`src/rtl/adc_seq_pkg.sv`:
```
// Package: shared state encoding for the conversion sequencer.
package adc_seq_pkg;

    // Phases of one conversion, in the order they are traversed.
    typedef enum logic [3:0] {
        S_IDLE,
        S_SETUP,
        S_ALE,
        S_HOLD,
        S_SETTLE,
        S_START,
        S_BLANK,
        S_WAIT,
        S_OE,
        S_FLOAT
    } seq_state_t;

endpackage

```
`src/rtl/adc_sync2.sv`:
```
// adc_sync2: two-flop synchronizer for a single asynchronous level.
// Assumes the input is a slow level (no pulses shorter than two clocks
// need to be seen). Output is reset low.
module adc_sync2 (
    input  logic clk,
    input  logic rst_n,
    input  logic async_i,
    output logic sync_o
);
    logic meta_q;

    // Two back-to-back flops bring the level into the clock domain.
    always_ff @(posedge clk) begin
        if (!rst_n) begin
            meta_q <= 1'b0;
            sync_o <= 1'b0;
        end else begin
            meta_q <= async_i;
            sync_o <= meta_q;
        end
    end
endmodule

```
`src/rtl/adc_seq_timer.sv`:
```
// adc_seq_timer: loadable down-counter used to time one phase.
// A load of N-1 makes 'expired_o' high after N-1 further clocks, so a
// phase entered on the load edge lasts exactly N cycles. The count
// stops at zero.
module adc_seq_timer #(
    parameter int W = 8
) (
    input  logic         clk,
    input  logic         rst_n,
    input  logic         load_i,
    input  logic [W-1:0] load_val_i,
    output logic         expired_o
);
    logic [W-1:0] cnt_q;

    // Load on request, otherwise count down toward zero and stay there.
    always_ff @(posedge clk) begin
        if (!rst_n)
            cnt_q <= '0;
        else if (load_i)
            cnt_q <= load_val_i;
        else if (cnt_q != '0)
            cnt_q <= cnt_q - 1'b1;
    end

    assign expired_o = (cnt_q == '0);

    // an expired timer stays expired until reloaded (no wrap).
    timer_hold_chk: assert property (@(posedge clk) disable iff (!rst_n)
        (expired_o && !load_i) |=> expired_o);
endmodule

```
`src/rtl/adc_mux_seq.sv`:
```
// adc_mux_seq: host-side sequencer for a multiplexed SAR converter.
// Accepts a channel and request strobe, then drives address, latch,
// start and output enable with cycle-counted spacing, waits for a
// synchronized end-of-conversion edge outside a blanking window, captures
// the data and returns it with a done strobe. Assumes every *_CYC
// parameter is at least 1 and EOC_BLANK_CYC is shorter than the timeout.
module adc_mux_seq
    import adc_seq_pkg::*;
#(
    parameter int CH_W           = 4,
    parameter int DATA_W         = 8,
    parameter int ADDR_SETUP_CYC = 3,
    parameter int ALE_HIGH_CYC   = 10,
    parameter int ADDR_HOLD_CYC  = 3,
    parameter int SETTLE_CYC     = 125,
    parameter int START_HIGH_CYC = 10,
    parameter int EOC_BLANK_CYC  = 750,
    parameter int DATA_WAIT_CYC  = 13,
    parameter int FLOAT_CYC      = 13,
    parameter int TIMEOUT_CYC    = 6500
) (
    input  logic              clk,
    input  logic              rst_n,
    input  logic              req_i,
    input  logic [CH_W-1:0]   ch_i,
    output logic              busy_o,
    output logic              done_o,
    output logic [DATA_W-1:0] result_o,
    output logic [CH_W-1:0]   res_ch_o,
    output logic              timeout_err_o,
    output logic [CH_W-1:0]   mux_addr_o,
    output logic              ale_o,
    output logic              start_o,
    input  logic              eoc_i,
    output logic              oe_o,
    input  logic [DATA_W-1:0] data_i
);
    // Widest phase length sets the phase-timer width.
    localparam int M1 = (ADDR_SETUP_CYC > ALE_HIGH_CYC) ? ADDR_SETUP_CYC : ALE_HIGH_CYC;
    localparam int M2 = (ADDR_HOLD_CYC > SETTLE_CYC) ? ADDR_HOLD_CYC : SETTLE_CYC;
    localparam int M3 = (START_HIGH_CYC > EOC_BLANK_CYC) ? START_HIGH_CYC : EOC_BLANK_CYC;
    localparam int M4 = (DATA_WAIT_CYC > FLOAT_CYC) ? DATA_WAIT_CYC : FLOAT_CYC;
    localparam int M12 = (M1 > M2) ? M1 : M2;
    localparam int M34 = (M3 > M4) ? M3 : M4;
    localparam int PH_MAX = (M12 > M34) ? M12 : M34;
    localparam int PH_W = $clog2(PH_MAX + 1);
    localparam int WD_W = $clog2(TIMEOUT_CYC + 1);

    seq_state_t state_q, state_d;
    logic [CH_W-1:0] ch_q;
    logic            ph_load, ph_expired;
    logic [PH_W-1:0] ph_val;
    logic            wd_load, wd_expired;
    logic            eoc_s, eoc_prev_q, eoc_rise;

    // Bring the converter's completion flag into the clock domain.
    adc_sync2 u_eoc_sync (
        .clk    (clk),
        .rst_n  (rst_n),
        .async_i(eoc_i),
        .sync_o (eoc_s)
    );

    // Remember the last synchronized level for edge detection.
    always_ff @(posedge clk) begin
        if (!rst_n) eoc_prev_q <= 1'b0;
        else        eoc_prev_q <= eoc_s;
    end
    assign eoc_rise = eoc_s && !eoc_prev_q;

    // Next-state selection: timed phases advance on timer expiry.
    always_comb begin
        state_d = state_q;
        unique case (state_q)
            S_IDLE:   if (req_i)      state_d = S_SETUP;
            S_SETUP:  if (ph_expired) state_d = S_ALE;
            S_ALE:    if (ph_expired) state_d = S_HOLD;
            S_HOLD:   if (ph_expired) state_d = S_SETTLE;
            S_SETTLE: if (ph_expired) state_d = S_START;
            S_START:  if (ph_expired) state_d = S_BLANK;
            S_BLANK:  if (ph_expired) state_d = S_WAIT;
            S_WAIT: begin
                if (eoc_rise)        state_d = S_OE;
                else if (wd_expired) state_d = S_IDLE;
            end
            S_OE:     if (ph_expired) state_d = S_FLOAT;
            S_FLOAT:  if (ph_expired) state_d = S_IDLE;
            default:                  state_d = S_IDLE;
        endcase
    end

    // Phase length loaded on entry to each timed state.
    always_comb begin
        ph_load = (state_d != state_q);
        unique case (state_d)
            S_SETUP:  ph_val = PH_W'(ADDR_SETUP_CYC - 1);
            S_ALE:    ph_val = PH_W'(ALE_HIGH_CYC - 1);
            S_HOLD:   ph_val = PH_W'(ADDR_HOLD_CYC - 1);
            S_SETTLE: ph_val = PH_W'(SETTLE_CYC - 1);
            S_START:  ph_val = PH_W'(START_HIGH_CYC - 1);
            S_BLANK:  ph_val = PH_W'(EOC_BLANK_CYC - 1);
            S_OE:     ph_val = PH_W'(DATA_WAIT_CYC - 1);
            S_FLOAT:  ph_val = PH_W'(FLOAT_CYC - 1);
            default:  ph_val = '0;
        endcase
    end

    adc_seq_timer #(.W(PH_W)) u_phase_tmr (
        .clk       (clk),
        .rst_n     (rst_n),
        .load_i    (ph_load),
        .load_val_i(ph_val),
        .expired_o (ph_expired)
    );

    // Watchdog armed when start is first driven.
    assign wd_load = (state_d == S_START) && (state_q != S_START);

    adc_seq_timer #(.W(WD_W)) u_watchdog (
        .clk       (clk),
        .rst_n     (rst_n),
        .load_i    (wd_load),
        .load_val_i(WD_W'(TIMEOUT_CYC - 1)),
        .expired_o (wd_expired)
    );

    // State register, channel latch and registered pin outputs.
    always_ff @(posedge clk) begin
        if (!rst_n) begin
            state_q    <= S_IDLE;
            ch_q       <= '0;
            busy_o     <= 1'b0;
            ale_o      <= 1'b0;
            start_o    <= 1'b0;
            oe_o       <= 1'b0;
        end else begin
            state_q <= state_d;
            if (state_q == S_IDLE && req_i)
                ch_q <= ch_i;
            busy_o  <= (state_d != S_IDLE);
            ale_o   <= (state_d == S_ALE);
            start_o <= (state_d == S_START);
            oe_o    <= (state_d == S_OE);
        end
    end
    assign mux_addr_o = ch_q;

    // Result capture, done strobe and sticky timeout flag.
    always_ff @(posedge clk) begin
        if (!rst_n) begin
            result_o      <= '0;
            res_ch_o      <= '0;
            done_o        <= 1'b0;
            timeout_err_o <= 1'b0;
        end else begin
            if (state_q == S_OE && state_d == S_FLOAT) begin
                result_o <= data_i;
                res_ch_o <= ch_q;
            end
            done_o <= (state_q == S_FLOAT) && (state_d == S_IDLE);
            if (state_q == S_WAIT && state_d == S_IDLE)
                timeout_err_o <= 1'b1;
        end
    end


    done_drops_busy_chk: assert property (@(posedge clk) disable iff (!rst_n)
        done_o |-> (!busy_o && $past(busy_o)));


    err_sticky_chk: assert property (@(posedge clk) disable iff (!rst_n)
        timeout_err_o |=> timeout_err_o);


    pins_excl_chk: assert property (@(posedge clk) disable iff (!rst_n)
        $countones({ale_o, start_o, oe_o}) <= 1);


    addr_stable_chk: assert property (@(posedge clk) disable iff (!rst_n)
        (busy_o && $past(busy_o)) |-> $stable(mux_addr_o));


    oe_after_edge_chk: assert property (@(posedge clk) disable iff (!rst_n)
        $rose(oe_o) |-> $past(eoc_rise));
endmodule

```
`config.mk`:
```
export PLATFORM = sky130hd
export DESIGN_NAME = adc_mux_seq
export DESIGN_NICKNAME = d
export VERILOG_FILES = /design/src/rtl/adc_seq_pkg.sv /design/src/rtl/adc_sync2.sv /design/src/rtl/adc_seq_timer.sv /design/src/rtl/adc_mux_seq.sv
export SDC_FILE = /design/constraint.sdc
export NUM_CORES = 1
export LEC_CHECK = 0
export ABC_AREA = 1
export BUFFER_PORTS_ARGS = -buffer_cell sky130_fd_sc_hd__buf_2
export CAP_MARGIN = 15
export CELL_PAD_IN_SITES_DETAIL_PLACEMENT = 1
export CELL_PAD_IN_SITES_GLOBAL_PLACEMENT = 2
export CORE_ASPECT_RATIO = 0.75
export CORE_MARGIN = 2
export CORE_UTILIZATION = 29
export DETAILED_ROUTE_END_ITERATION = 7
export GPL_TIMING_DRIVEN = 1
export PLACE_DENSITY = 0.75
export SLEW_MARGIN = 20
export SYNTH_ARGS = -nofsm -noshare
export SYNTH_HDL_FRONTEND = slang
export SYNTH_HIERARCHICAL = 1
export SYNTH_SLANG_ARGS = --single-unit
```
`constraint.sdc`:
```
create_clock -name clk -period 2.75 [get_ports clk]
set_input_delay 0.1375 -clock clk [delete_from_list [all_inputs] [get_ports clk]]
set_output_delay 0.1375 -clock clk [all_outputs]
set_load 0.005 [all_outputs]
```
==> summary.txt, run 1 <==
Placement
  – RD Place Congestion: 0.8539
  – Post-detailed-placement half-perimeter wirelength: 6824 µm
  – Input/output buffers: 37
  – Dpl cell area: 0.003451 mm²
  – Post-Place Cells: 635
  – Pre-CTS setup slack: -84.43 ps

Logic synthesis
  – Largest family of logic cells by synthesized area: simple AND/OR/NAND/NOR gates
  – Post-Synth XOR/XNOR Area: 0.5932%
  – Seq cells post-synth: 52
  – Average size of a mapped cell: 6.681 µm²
  – Leading area contributor after synthesis: dfxtp_1
  – Sequential area share after synthesis: 35.25%
  – Yosys cell types: 39
  – Number of synthesized flops with an enable pin: 0
  – Synth Cell Area: 0.002953 mm²
  – Adder-Cell Fraction of Synth Area: 2.542%
  – Yosys top cell area share: 35.25%
  – Syn. warnings: 6
  – Post-synth ARST share: 0%
  – Mux cell area share after synthesis: 0%
  – Synth Area in Simple Gates: 40.59%
  – Post-Synthesis Cells: 442
  – Top cells by area, synth: dfxtp_1 (35%), nand2_1 (13%), nor2_1 (9.7%)
  – Main flop type after synthesis: dfxtp_1
  – Synth Area in Compound Gates: 11.69%

Job
  – Max-Cap Viols: 0

Setup path
  – Worst-path maximum fanout: 6
  – Critical Path Slowest Stage Cell: dfxtp_1
  – Most frequent CP cell: nand2_1
  – Crit-path max cell delay: 340 ps
  – Critical path endpoint category: flip-flop
  – Arr. time, crit path: 2750 ps
  – Startpoint class of the critical path: flip-flop
  – Crit path kind: flip-flop to flip-flop
  – Worst path cell trace: inv_1, nand2_1, nor2_2, nand2_1, nor3_2, inv_2, nand2_1, nand2_1, nor2_1, nand2_1, nand2_2, nand2_2, inv_2, ha_4, nand2_4, a21oi_4, buf_6, inv_8, or2_1, nand4_1, inv_1
  – CP bufs+invs: 6
  – WP data required: 2950 ps
  – Crit path max-delay family: simple AND/OR/NAND/NOR gates

Cells and area
  – Final Cell Area: 0.003829 mm²
  – Footprint of the multi-input gates: 0.001808 mm²
  – Filler cells: 1298
  – Fraction of layout cells with a size suffix above 1: 28.79%
  – Final net count: 542
  – FF+latch area: 0.001044 mm²
  – Area grow syn2layout: 29.66%
  – N_diodes: 0
  – Final cell count without fillers: 653
  – Layout Utilization: 39.17%

STA
  – Fmax: 392.3 MHz
  – Final setup margin: 200.8 ps
  – Hold Fails Final Rpt: 0
  – Worst slew margin: 60.96%
  – Final worst-path cycle share: 92.70%
  – Worst slew pin tran: 585.7 ps
  – Setup-failing EPs final: 0
  – Final slew viol count: 0
  – Minimum clock period: 2549 ps
  – Clock skew: 5.512 ps

Pwr
  – Leak Pwr: 1.855 nW
  – Total chip power: 4.374 mW
  – Worst VDD drop: 286.1 µV
  – PwrDens: 1142 mW/mm²

Clock network
  – Root Buffer: clkbuf_16
  – Max clock buf depth: 2
  – CTS Buf Count: 5
  – Hold buffers post-CTS: 0
  – Htree depth: 2
  – Clk slew on worst S/H paths: 80 ps
  – CTS sink cnt: 52
  – Worst skew pair latency: 300 ps
  – CTS tree: built

Detailed routing
  – Drt wl/cell: 13.50 µm
  – Via count: 2953
  – Total Routed Length: 8817 µm
  – DR DRC count: 0
  – Post-route ant nets: 0
  – Number of DRC markers in iteration 0: 103
  – Total iterations of the first detailed-routing run: 4
  – Vias per inst: 4.522

GRT
  – Total grt overflow: 0
  – Largest net degree at the start of global routing: 32
  – Total Routing Usage GR: 16.68%
  – First-pass GRT wire length: 14670 µm
  – Vias in the first global route: 2986
  – Initial antenna violation count: 0

Die
  – Row count: 31
  – Core area: 0.009774 mm²
  – Starting density of the core: 30.21%
  – Io pins: 38
  – Die area: 0.01101 mm²
  – Die Span Y: 91.39 µm
  – Die X: 120.5 µm

Outcome
  – Status: completed

Hold path
  – Hold Path Class: input pin to flip-flop
-- through the flow --
| step | TNS [ps] | hold slack, ps |
|---|---|---|
| finish | 0 | 41.61 |
| global route | -11.26 | 45.92 |
| CTS | 0 | 35.33 |
| detailed placement | -740.0 | 347.4 |
| global placement | 0 | 350.7 |
| floorplan | 0 | 231.0 |
-- worst paths after layout --
check        depth (start not counted)                  end  slack [ps]            startpoint
max reg2reg                         21  u_watchdog/cnt_q[7]         200  u_phase_tmr/cnt_q[5]
min reg2reg                          2    u_eoc_sync/sync_o         420     u_eoc_sync/meta_q
min                                  3    u_eoc_sync/meta_q          40                 eoc_i
max                                 21  u_watchdog/cnt_q[7]         200  u_phase_tmr/cnt_q[5]
-- what timing repair did --
action	CTS	global route
buffers inserted	0	10
hold endpoints to repair	0	0
pin swaps	0	14
resized for setup	2	41
endpoints found under the setup margin	14	35
-- layout make-up --
| type | count | area share [%] |
|---|---|---|
| Inverter | 60 | 6.307 |
| Sequential cell | 52 | 27.25 |
| Timing Repair Buffer | 66 | 10.92 |
| Tap cell | 132 | 4.314 |
| Clock inverter | 3 | 0.7190 |
| Clock buffer | 5 | 3.268 |
| Multi-Input combinational cell | 335 | 47.22 |
-- Yosys cell counts, types with 4 or more instances --
cell / number
nand2_1: 101
nor2_1: 76
dfxtp_1: 52
inv_1: 48
o21ai_0: 28
nand3_1: 27
a21oi_1: 22
nor2_2: 10
inv_2: 9
nand2_2: 7
ha_1: 6
nand4_1: 6
nand2_4: 4
nor2_4: 4
-- cell usage in the layout (no fill, tap or decap), types with 14 or more instances in the layout --
cell type   n
inv_1      41
nand2_1    99
inv_2      14
conb_1     14
nor2_1     74
o21ai_0    25
nand3_1    23
buf_4      26
a21oi_1    20
dfxtp_1    50
buf_2      37
-- worst min-delay path: cells and delay by family --
family	cells	cell delay, ps
buf+inv	2	120
simple gates	1	50
-- flip-flops by register name, summed over array words and instances, names as in the netlist --
name	count
eoc_prev_q	1
oe_o	1
res_ch_o	4
start_o	1
result_o	8
ale_o	1
mux_addr_o	4
u_eoc_sync/meta_q	1
done_o	1
u_watchdog/cnt_q	13
u_eoc_sync/sync_o	1
u_phase_tmr/cnt_q	10
state_q	4
busy_o	1
timeout_err_o	1
-- cells by family after synthesis --
family	count (synthesis)
compound gates	61
xor+xnor	2
fa+ha+maj	6
buf+inv	67
flops	52
other cells	2
simple gates	252
-- per-layer routing --
| metal | global-route usage [%] | vias to the layer above | wire length (µm) |
|---|---|---|---|
| li1 | - | 1532 | - |
| met1 | 24.90 | 1389 | 4751 |
| met2 | 24.53 | 27 | 3769 |
| met3 | 3.392 | 5 | 229 |
| met4 | 3.488 | 0 | 67 |
| met5 | 0 | - | 0 |
-- power breakdown --
part           switching, mW  internal (mW)
clock                  0.320          0.347
sequential             0.156          0.921
combinational           1.62           1.01
total                   2.10           2.28
(Power assumes the default switching activity.)
==> run 2: changes to the inputs <==
--- a/config.mk
+++ b/config.mk
@@ -11,11 +11,11 @@
 export CELL_PAD_IN_SITES_DETAIL_PLACEMENT = 1
 export CELL_PAD_IN_SITES_GLOBAL_PLACEMENT = 2
 export CORE_ASPECT_RATIO = 0.75
-export CORE_MARGIN = 2
-export CORE_UTILIZATION = 29
+export CORE_MARGIN = 3
+export CORE_UTILIZATION = 32
 export DETAILED_ROUTE_END_ITERATION = 7
 export GPL_TIMING_DRIVEN = 1
-export PLACE_DENSITY = 0.75
+export PLACE_DENSITY = 0.79
 export SLEW_MARGIN = 20
 export SYNTH_ARGS = -nofsm -noshare
 export SYNTH_HDL_FRONTEND = slang
==> constraint.sdc (replaced) <==
create_clock -name clk -period 2.6 [get_ports clk]
set_input_delay 0.13 -clock clk [delete_from_list [all_inputs] [get_ports clk]]
set_output_delay 0.13 -clock clk [all_outputs]
set_load 0.005 [all_outputs]
==> summary.txt, run 2 (same netlist as run 1, synthesis figures left out) <==
STA
  – Minimum clock period: 2547 ps (was 2549 ps)
  – Final worst-path cycle share: 97.98% (was 92.70%)
  – RSZ-0062 raised after global routing: yes
  – Setup-failing EPs final: 0 (unchanged)
  – Final hold slack: 30.37 ps (was 41.61 ps)
  – Final slew viol count: 0 (unchanged)
  – Clock skew: 4.939 ps (was 5.512 ps)
  – Final setup margin: 52.64 ps (was 200.8 ps)
  – Fmax: 392.6 MHz (was 392.3 MHz)
  – Hold Fails Final Rpt: 0 (unchanged)

Clock network
  – Root Buffer: clkbuf_16 (unchanged)
  – Hold buffers post-CTS: 0 (unchanged)
  – Worst skew pair latency: 300 ps (about the same)
  – CTS tree: built (unchanged)
  – CTS sink cnt: 52 (unchanged)
  – Max clock buf depth: 2 (unchanged)
  – Htree depth: 2 (unchanged)
  – Clk slew on worst S/H paths: 70 ps (was 80 ps)
  – CTS Buf Count: 5 (unchanged)

Setup path
  – R2R depth: 21 (unchanged)
  – Beginning of the critical path: u_phase_tmr/cnt_q[0] (was u_phase_tmr/cnt_q[5])
  – Worst-path maximum fanout: 4 (was 6)
  – Crit path kind: flip-flop to flip-flop (unchanged)
  – Arr. time, crit path: 2730 ps (was 2750 ps)
  – Critical Path End: u_phase_tmr/cnt_q[5] (was u_watchdog/cnt_q[7])
  – Critical path endpoint category: flip-flop (unchanged)
  – RR Endpoint: u_phase_tmr/cnt_q[5] (was u_watchdog/cnt_q[7])
  – Startpoint class of the critical path: flip-flop (unchanged)
  – FF-to-FF Start: u_phase_tmr/cnt_q[0] (was u_phase_tmr/cnt_q[5])
  – WP data required: 2780 ps (was 2950 ps)
  – R2r setup slk: 50 ps (was 200 ps)

Pwr
  – Leak Pwr: 1.969 nW (was 1.855 nW)
  – Total chip power: 5.125 mW (was 4.374 mW)
  – PwrDens: 1263 mW/mm² (was 1142 mW/mm²)
  – Worst VDD drop: 467.9 µV (was 286.1 µV)

Placement
  – Input/output buffers: 37 (unchanged)
  – Post-detailed-placement half-perimeter wirelength: 6760 µm (was 6824 µm)
  – Pre-CTS setup slack: -79.95 ps (was -84.43 ps)
  – Post-Place Cells: 624 (was 635)
  – RD Place Congestion: 0.9353 (was 0.8539)
  – Dpl cell area: 0.003536 mm² (was 0.003451 mm²)

GRT
  – First-pass GRT wire length: 14460 µm (was 14670 µm)
  – Total Routing Usage GR: 17.73% (was 16.68%)
  – Initial antenna violation count: 0 (unchanged)
  – Largest net degree at the start of global routing: 20 (was 32)
  – Total grt overflow: 0 (unchanged)
  – Vias in the first global route: 3027 (was 2986)

Outcome
  – Status: completed (unchanged)

Cells and area
  – Final cell count without fillers: 649 (was 653)
  – Fraction of layout cells with a size suffix above 1: 34.57% (was 28.79%)
  – Filler cells: 1125 (was 1298)
  – Most flops, register: u_watchdog/cnt_q (unchanged)
  – N_diodes: 0 (unchanged)
  – Area grow syn2layout: 37.42% (was 29.66%)
  – Most frequent cells in the layout: nand2_1 (93), nor2_1 (72), dfxtp_1 (51) (was nand2_1 (99), nor2_1 (74), dfxtp_1 (50))
  – Final Cell Area: 0.004058 mm² (was 0.003829 mm²)
  – Most common cell after layout, fill and taps aside: nand2_1 (unchanged)
  – Max FFs per register: 13 (unchanged)
  – Largest registers: u_watchdog/cnt_q: 13 flops, u_phase_tmr/cnt_q: 10 flops, result_o: 8 flops (unchanged)
  – Final net count: 562 (was 542)

Die
  – Starting density of the core: 33.91% (was 30.21%)
  – Core area: 0.008708 mm² (was 0.009774 mm²)
  – Die X: 116.9 µm (was 120.5 µm)
  – Io pins: 38 (unchanged)
  – Row count: 29 (was 31)
  – Die area: 0.01043 mm² (was 0.01101 mm²)
  – Die Span Y: 89.19 µm (was 91.39 µm)

Job
  – Max-Cap Viols: 0 (unchanged)

Detailed routing
  – Total iterations of the first detailed-routing run: 5 (was 4)
  – Via count: 3042 (was 2953)
  – Post-route ant nets: 0 (unchanged)
  – Number of DRC markers in iteration 0: 74 (was 103)
  – Total Routed Length: 9144 µm (was 8817 µm)
  – DR DRC count: 0 (unchanged)
  – Drt wl/cell: 14.09 µm (was 13.50 µm)
  – Vias per inst: 4.687 (was 4.522)

Hold path
  – Hold Path Class: input pin to flip-flop (unchanged)
==> run 2: cell count changes in the layout (fill, tap and decap cells not counted), moves of 3 or more <==
| cell | previous run | this run |
|---|---|---|
| nand2_1 | 99 | 93 |
| o21ai_2 | 2 | 6 |
| buf_6 | 2 | 5 |
| nand3_2 | 7 | 10 |
| o21ai_0 | 25 | 21 |
| inv_4 | 0 | 3 |
| nand2_2 | 8 | 14 |
| buf_4 | 26 | 43 |
| nand3_1 | 23 | 19 |
==> run 2: report_power, final <==
part           internal, mW  switching, mW  leakage, nW  total (mW)
registers             0.974          0.148        0.426        1.12
logic                  1.39           1.84         1.46        3.23
clock network         0.453          0.320       0.0798       0.774
==> run 2: critical path: stages, from the launching register on <==
cell,delay [ps]
dfxtp_2,330
inv_2,70
ha_4,130
nand2_2,50
nor2_2,100
nand2_2,80
nor3_4,220
inv_2,100
nand2_2,80
nand2_2,40
nor2_1,90
nand2_1,80
nand2_2,90
nand2_2,70
buf_6,160
ha_4,160
inv_4,60
a21oi_4,60
buf_4,130
or2_4,220
nand3_2,60
nor2_1,40
==> run 2: metrics by stage <==
step | TNS (ps) | util [%]
after global placement | 0 | 40.60
after CTS | 0 | 42.93
after floorplan | 0 | -
after global routing | -1014 | 46.59
final | 0 | 46.59
after detailed placement | -333.6 | 40.60
==> run 2: worst min path at each step <==
stage | startpoint | endpoint | slack [ps] | cells past startpoint
floorplan | rst_n | u_eoc_sync/meta_q | 220 | 2
global placement | eoc_i | u_eoc_sync/meta_q | 330 | 3
detailed placement | eoc_i | u_eoc_sync/meta_q | 330 | 3
CTS | eoc_i | u_eoc_sync/meta_q | 20 | 3
global route | eoc_i | u_eoc_sync/meta_q | 20 | 3
finish | eoc_i | u_eoc_sync/meta_q | 30 | 3
==> run 2: repair_timing <==
action                                  CTS  global route
resized for setup                         2            66
pin swaps                                 0            25
endpoints found under the setup margin   13            36
buffers inserted                          2            15
cloned                                    0             0
==> run 2: cell type report <==
| class | instances | area, µm² | area share (%) |
|---|---|---|---|
| well taps | 108 | 135.1 | 3.330 |
| flip-flops and latches | 52 | 1042 | 25.69 |
| multi-input cells | 335 | 1887 | 46.50 |
| repair buffers | 86 | 584.3 | 14.40 |
| inverters | 60 | 241.5 | 5.951 |
| clock buffers | 5 | 125.1 | 3.084 |
| clock inverters | 3 | 42.54 | 1.048 |
==> run 2: metal layers <==
| metal | wire length [µm] | track usage, % |
|---|---|---|
| met4 | 132 | 4.271 |
| met3 | 205 | 3.451 |
| met5 | 0 | 0 |
| met1 | 4760 | 24.73 |
| met2 | 4044 | 28.34 |
